$ cat config.mk
export PLATFORM = sky130hd
export DESIGN_NAME = gs_scan_expander
export DESIGN_NICKNAME = d
export VERILOG_FILES = /design/src/rtl/gs_scan_pkg.sv /design/src/rtl/gs_dirty_flag.sv /design/src/rtl/gs_grey_fmt.sv /design/src/rtl/gs_scan_seq.sv /design/src/rtl/gs_scan_expander.sv
export SDC_FILE = /design/constraint.sdc
export NUM_CORES = 1
export LEC_CHECK = 0
export ABC_AREA = 1
export BUFFER_PORTS_ARGS = -buffer_cell sky130_fd_sc_hd__buf_2
export CAP_MARGIN = 5
export CORE_ASPECT_RATIO = 2
export CORE_MARGIN = 10
export CORE_UTILIZATION = 46
export CTS_CLUSTER_SIZE = 12
export DETAILED_ROUTE_END_ITERATION = 16
export GPL_TIMING_DRIVEN = 0
export PLACE_DENSITY = 0.83
export SETUP_SLACK_MARGIN = 0.02
export SLEW_MARGIN = 10
export SYNTH_ARGS = -nofsm -noshare
export SYNTH_HDL_FRONTEND = slang
export SYNTH_HIERARCHICAL = 1
export SYNTH_SLANG_ARGS = --single-unit
export TNS_END_PERCENT = 5
$ cat constraint.sdc
create_clock -name clk -period 1.4 [get_ports clk]
set_input_delay 0.21 -clock clk [delete_from_list [all_inputs] [get_ports clk]]
set_output_delay 0.21 -clock clk [all_outputs]
set_load 0.005 [all_outputs]
$ cat src/rtl/gs_scan_pkg.sv
// Shared types and constants for the greyscale scan-out expander.
package gs_scan_pkg;

    localparam int PIX_W = 24;

    // Output packing codes seen on fmt_sel
    localparam logic [1:0] FMT_RGB15 = 2'd0;
    localparam logic [1:0] FMT_RGB16 = 2'd1;

    // Scan sequencer states
    typedef enum logic [1:0] {
        SQ_IDLE  = 2'd0,
        SQ_FETCH = 2'd1,
        SQ_WAIT  = 2'd2,
        SQ_EMIT  = 2'd3
    } seq_state_t;

endpackage

$ cat src/rtl/gs_dirty_flag.sv
// Refresh-request flag.
// Set by invalidate and cleared by the sequencer's end-of-frame pulse.
// A set and a clear in the same cycle leave the flag set.
// Assumes frame_done is a single-cycle pulse.
module gs_dirty_flag (
    input  logic clk,
    input  logic rst_n,
    input  logic invalidate,
    input  logic frame_done,
    output logic dirty
);

    // Flag register: a set request has priority over a clear
    always_ff @(posedge clk) begin
        if (!rst_n) begin
            dirty <= 1'b0;
        end else if (invalidate) begin
            dirty <= 1'b1;
        end else if (frame_done) begin
            dirty <= 1'b0;
        end
    end

endmodule

$ cat src/rtl/gs_grey_fmt.sv
// Grey-level widener.
// Converts a 4-bit grey value into one of three packed colour formats by bit replication.
// Purely combinational. Unused upper bits are driven to zero.
module gs_grey_fmt
    import gs_scan_pkg::*;
(
    input  logic [3:0]       grey,
    input  logic [1:0]       fmt,
    output logic [PIX_W-1:0] pix
);

    logic [4:0] lvl5;
    logic [5:0] lvl6;
    logic [7:0] lvl8;

    // Channel widths derived from the grey level
    always_comb begin
        lvl5 = {grey, grey[3]};
        lvl6 = {lvl5, lvl5[4]};
        lvl8 = {grey, grey};
    end

    // Pack the channels according to the selected format
    always_comb begin
        unique case (fmt)
            FMT_RGB15: pix = {9'd0, lvl5, lvl5, lvl5};
            FMT_RGB16: pix = {8'd0, lvl5, lvl6, lvl5};
            default:   pix = {lvl8, lvl8, lvl8};
        endcase
    end

endmodule

$ cat src/rtl/gs_scan_seq.sv
// Scan sequencer.
// Walks displayed rows, line repeats, bytes, nibbles and pixel repeats in that nesting.
// Fetches one byte per pair of pixels through a memory port with one cycle of read latency,
// and presents a nibble under a valid/ready handshake.
// Assumes mem data is valid in the cycle after the read strobe.
module gs_scan_seq
    import gs_scan_pkg::*;
#(
    parameter int DISP_ROWS     = 64,
    parameter int BYTES_PER_ROW = 64,
    parameter int HREP          = 4,
    parameter int VREP          = 4,
    parameter int ADDR_W        = 13
) (
    input  logic              clk,
    input  logic              rst_n,
    input  logic              dirty,
    input  logic [1:0]        fmt_in,
    output logic [1:0]        fmt_q,
    output logic              frame_done,
    output logic              rd_en,
    output logic [ADDR_W-1:0] rd_addr,
    input  logic [7:0]        rd_data,
    output logic              out_valid,
    input  logic              out_ready,
    output logic [3:0]        nibble,
    output logic              sof,
    output logic              eol
);

    localparam int ROW_W = (DISP_ROWS > 1) ? $clog2(DISP_ROWS) : 1;
    localparam int COL_W = (BYTES_PER_ROW > 1) ? $clog2(BYTES_PER_ROW) : 1;
    localparam int HR_W  = (HREP > 1) ? $clog2(HREP) : 1;
    localparam int VR_W  = (VREP > 1) ? $clog2(VREP) : 1;

    seq_state_t       state_q;
    logic [ROW_W-1:0] row_q;
    logic [COL_W-1:0] col_q;
    logic [HR_W-1:0]  hrep_q;
    logic [VR_W-1:0]  vrep_q;
    logic             half_q;
    logic [7:0]       byte_q;

    logic fire, last_h, last_col, last_v, last_row;
    logic byte_done, line_done, frame_end;

    // Position decode and handshake events
    always_comb begin
        fire      = (state_q == SQ_EMIT) && out_ready;
        last_h    = (hrep_q == HR_W'(HREP - 1));
        last_col  = (col_q  == COL_W'(BYTES_PER_ROW - 1));
        last_v    = (vrep_q == VR_W'(VREP - 1));
        last_row  = (row_q  == ROW_W'(DISP_ROWS - 1));
        byte_done = fire && half_q && last_h;
        line_done = byte_done && last_col;
        frame_end = line_done && last_v && last_row;
    end

    // State register and frame-start format capture
    always_ff @(posedge clk) begin
        if (!rst_n) begin
            state_q <= SQ_IDLE;
            fmt_q   <= 2'd0;
        end else begin
            unique case (state_q)
                SQ_IDLE: begin
                    if (dirty) begin
                        state_q <= SQ_FETCH;
                        fmt_q   <= fmt_in;
                    end
                end
                SQ_FETCH: state_q <= SQ_WAIT;
                SQ_WAIT:  state_q <= SQ_EMIT;
                SQ_EMIT: begin
                    if (byte_done) begin
                        state_q <= frame_end ? SQ_IDLE : SQ_FETCH;
                    end
                end
                default: state_q <= SQ_IDLE;
            endcase
        end
    end

    // Byte capture one cycle after the read strobe
    always_ff @(posedge clk) begin
        if (!rst_n) begin
            byte_q <= 8'd0;
        end else if (state_q == SQ_WAIT) begin
            byte_q <= rd_data;
        end
    end

    // Nested position counters advanced on each accepted pixel
    always_ff @(posedge clk) begin
        if (!rst_n) begin
            hrep_q <= '0;
            half_q <= 1'b0;
            col_q  <= '0;
            vrep_q <= '0;
            row_q  <= '0;
        end else if (fire) begin
            hrep_q <= last_h ? '0 : hrep_q + 1'b1;
            if (last_h) begin
                half_q <= ~half_q;
            end
            if (byte_done) begin
                col_q <= last_col ? '0 : col_q + 1'b1;
            end
            if (line_done) begin
                vrep_q <= last_v ? '0 : vrep_q + 1'b1;
            end
            if (line_done && last_v) begin
                row_q <= last_row ? '0 : row_q + 1'b1;
            end
        end
    end

    // Memory request and output presentation
    always_comb begin
        rd_en      = (state_q == SQ_FETCH);
        rd_addr    = ADDR_W'(row_q) * ADDR_W'(BYTES_PER_ROW) + ADDR_W'(col_q);
        out_valid  = (state_q == SQ_EMIT);
        nibble     = half_q ? byte_q[3:0] : byte_q[7:4];
        sof        = out_valid && (row_q == '0) && (vrep_q == '0) && (col_q == '0)
                     && !half_q && (hrep_q == '0);
        eol        = out_valid && last_col && half_q && last_h;
        frame_done = frame_end;
    end

endmodule

$ cat src/rtl/gs_scan_expander.sv
// Greyscale framebuffer scan-out expander (top).
// Reads packed 4-bit pixels from display memory and streams a magnified, colour-packed image.
// Assumes a synchronous memory with one cycle of read latency, and that nothing else
// changes the memory rows being scanned in a way that matters within a frame.
module gs_scan_expander
    import gs_scan_pkg::*;
#(
    parameter int DISP_ROWS     = 64,
    parameter int MEM_ROWS      = 80,
    parameter int BYTES_PER_ROW = 64,
    parameter int HREP          = 4,
    parameter int VREP          = 4,
    localparam int ADDR_W       = $clog2(MEM_ROWS * BYTES_PER_ROW)
) (
    input  logic              clk,
    input  logic              rst_n,
    input  logic              invalidate,
    input  logic [1:0]        fmt_sel,
    output logic              mem_rd_en,
    output logic [ADDR_W-1:0] mem_rd_addr,
    input  logic [7:0]        mem_rd_data,
    output logic              pix_valid,
    input  logic              pix_ready,
    output logic [PIX_W-1:0]  pix_data,
    output logic              pix_sof,
    output logic              pix_eol
);

    logic       dirty;
    logic       frame_done;
    logic [1:0] fmt_q;
    logic [3:0] nibble;

    gs_dirty_flag u_flag (
        .clk        (clk),
        .rst_n      (rst_n),
        .invalidate (invalidate),
        .frame_done (frame_done),
        .dirty      (dirty)
    );

    gs_scan_seq #(
        .DISP_ROWS     (DISP_ROWS),
        .BYTES_PER_ROW (BYTES_PER_ROW),
        .HREP          (HREP),
        .VREP          (VREP),
        .ADDR_W        (ADDR_W)
    ) u_seq (
        .clk        (clk),
        .rst_n      (rst_n),
        .dirty      (dirty),
        .fmt_in     (fmt_sel),
        .fmt_q      (fmt_q),
        .frame_done (frame_done),
        .rd_en      (mem_rd_en),
        .rd_addr    (mem_rd_addr),
        .rd_data    (mem_rd_data),
        .out_valid  (pix_valid),
        .out_ready  (pix_ready),
        .nibble     (nibble),
        .sof        (pix_sof),
        .eol        (pix_eol)
    );

    gs_grey_fmt u_fmt (
        .grey (nibble),
        .fmt  (fmt_q),
        .pix  (pix_data)
    );

endmodule

==> impl_metrics.json <==
{
  "cp.required_ps": 1570,
  "crit_path_max_fanout": 3,
  "reg2reg_slack_ps": -170,
  "p_int_mw": 2.08,
  "ys_types": 28,
  "synth.most_common_cell": "nand2_1",
  "synth.area.top_cells": "dfxtp_1 (34%), nand2_1 (9.3%), ha_1 (9.2%)",
  "leakagePower_nw": 1.38,
  "period_share_pct": 112,
  "setup_viol": 29,
  "cts_tree": "done",
  "period_minus_slack_ps": 1570,
  "finalHoldViolCount": 0,
  "final_design_area_no_fill_um2": 2590,
  "hold_class": "in2reg",
  "grt_max_degree": 11,
  "grt_pass1_wl_mm": 8.19,
  "io_pins": 55,
  "worstSkewPairLatency_ps": 280,
  "die_x_um": 63.9,
  "cts.reportedPaths.clkPinSlew_ps": 60,
  "fillers": 296,
  "synth.avg_cell_area_um2": 7.12,
  "fin_setup_tns_ps": -1560,
  "cp-end-kind": "flip-flop",
  "arrival_ps": 1750,
  "violations": "negative setup slack",
  "clockBufferDepth": 2,
  "synth.yosys.warnings": 6,
  "synth_top_area_cell": "dfxtp_1",
  "first_pass_iters": 4,
  "htreeDepth": 2,
  "num_vias": 1873,
  "clockRootBuffer": "clkbuf_8",
  "critPathKind": "reg2reg",
  "route.detailed.drc": 0,
  "setup_ws_ps": -173,
  "netlist_area_um2": 1770,
  "maxSlewViolCount": 0,
  "seq_power_share_pct": 35.0,
  "vias_per_cell": 5.01,
  "syn_nets": 276,
  "layout-drive-gt1-share_pct": 46.2,
  "switching_share_pct": 35.3,
  "start_util_pct": 48.1,
  "dieHeight_um": 108,
  "drtIter0Drc": 59,
  "wl_mm": 5.30,
  "dpl_cell_area_um2": 2120,
  "ir_drop_mv": 0.830,
  "clock_power_share_pct": 27.7,
  "clock_sinks": 30,
  "numCtsBuffers": 5,
  "row_count": 31,
  "track_usage_pct": 14.4,
  "p_total_mw": 3.22,
  "route.detailed.wl_per_inst_um": 14.2,
  "max-cap-violations": 0,
  "synth_edf_count": 0,
  "setup.worst_path.start_class": "flip-flop",
  "combPwrFrac_pct": 37.3,
  "clock_skew_ps": 5.15,
  "grt_pass1_vias": 1885,
  "fin_hold_ws_ps": 152,
  "synthFlopType": "dfxtp_1",
  "yosysTopAreaCellShare_pct": 33.9,
  "outcome": "complete, but fails checks",
  "ant_nets": 0,
  "seq_area_frac_synth_pct": 33.9,
  "p_per_area_nw_per_um2": 1240,
  "antenna_found_initial": 0,
  "io_buffers": 53,
  "die_area_um2": 6880,
  "place_congestion": 0.793,
  "antennaDiodeCount": 0,
  "synthCells": 249,
  "grt.overflow.total": 0,
  "core_area_um2": 3680,
  "synthArstFlopShare_pct": 0,
  "holdBufCountCts": 0,
  "area_growth_pct": 46.3,
  "rsz0062_at_grt": "yes",
  "synth_common_cells": "nand2_1 (44), inv_1 (36), nor2_1 (31)",
  "nets": 352,
  "clock.fmax_mhz": 636,
  "dp_hpwl_mm": 3.68,
  "p_sw_mw": 1.14,
  "ys_ff_latch": 30
}
layout make-up:
| type | count | area (um2) | share of cell area (%) |
|---|---|---|---|
| Timing Repair Buffer | 69 | 397 | 15.3 |
| Clock inverter | 1 | 30.0 | 1.16 |
| Sequential cell | 30 | 627 | 24.2 |
| Clock buffer | 6 | 82.6 | 3.19 |
| Multi-Input combinational cell | 172 | 1190 | 45.8 |
| Buffer | 8 | 52.6 | 2.03 |
| Tap cell | 49 | 61.3 | 2.36 |
| Inverter | 39 | 154 | 5.94 |
timing repair:
item,4_1_cts,5_1_grt
setup buffers,15,1
resized for setup,37,36
pin swaps,15,17
endpoints found under the setup margin,35,48
per-stage QoR:
stage               utilization (%)  instances  setup WS, ps
floorplan                         -        249          32.2
global placement               57.6        351         -98.5
global route                   70.4        374          -212
detailed placement             57.6        351          -118
finish                         70.4        374          -173
CTS                            66.3        373          -179
cell usage in the layout, fill, tap and decap left out, types with 3 or more instances in the layout:
cell,synthesis,final
clkbuf_8,0,6
nor2_1,31,28
ha_2,0,3
dfxtp_1,30,19
nand3_2,3,4
inv_2,3,11
buf_4,6,19
inv_1,36,26
dfxtp_4,0,5
ha_4,0,4
nand2_4,2,11
o21ai_0,18,17
a21oi_1,14,13
nand2_2,2,6
nor3_1,5,5
buf_6,0,3
dfxtp_2,0,6
nand3_1,18,14
ha_1,13,6
nand4_1,4,4
buf_2,0,53
nor2_4,2,3
nand3_4,0,3
nor2_2,1,3
nand2_1,44,31
power by group through the flow:
stage | logic (mW) | clock network, mW | registers [mW]
3_5_place_dp | 1.02 | 0 | 1.12
2_1_floorplan | 0.662 | 0 | 1.10
6_report | 1.20 | 0.891 | 1.13
5_1_grt | 1.35 | 0.940 | 1.15
3_3_place_gp | 0.996 | 0 | 1.11
4_1_cts | 1.10 | 0.901 | 1.10
sequential cells by signal (all words and copies together) (netlist names):
register       cells
u_seq/row_q        6
u_seq/vrep_q       2
u_seq/hrep_q       2
u_seq/state_q      2
u_seq/half_q       1
u_seq/byte_q       8
u_seq/col_q        6
u_flag/dirty       1
u_seq/fmt_q        2
per-layer routing:
layer / GRT usage (%) / share of wire [%]
met5: 0 / 0
met3: 5.11 / 6.8
met2: 27.4 / 54
met4: 6.76 / 2.2
met1: 12.9 / 37
logic make-up (layout without fill, tap and decap cells):
kind of cell / Yosys count / count (layout) / share of synthesized area [%]
and+or+nand+nor: 117 / 117 / 32.5
buffers and inverters: 47 / 123 / 11.2
AOI/OAI and AO/OA: 38 / 38 / 11.5
DFF: 30 / 30 / 33.9
adders and majority gates: 13 / 13 / 9.18
xor gates and xnor gates: 3 / 3 / 1.48
other: 1 / 1 / 0.212
final timing paths:
check                                     start               to  cells past startpoint
worst min register to register  u_seq/vrep_q[0]  u_seq/vrep_q[0]                      2
worst max register to register   u_seq/col_q[0]   u_seq/col_q[0]                     11
worst min-delay path             mem_rd_data[7]  u_seq/byte_q[7]                      3
worst max-delay path             u_seq/col_q[0]   u_seq/col_q[0]                     11
worst max-delay path, cell delays in order (launching register included):
cell and delay (ps):
dfxtp_2 360, inv_2 60, buf_6 110, buf_4 120, buf_4 120, buf_4 120
buf_4 120, buf_4 120, buf_4 120, buf_6 100, nand2_1 70, a21oi_2 50
No activity file was read; power rests on OpenSTA's default activity.
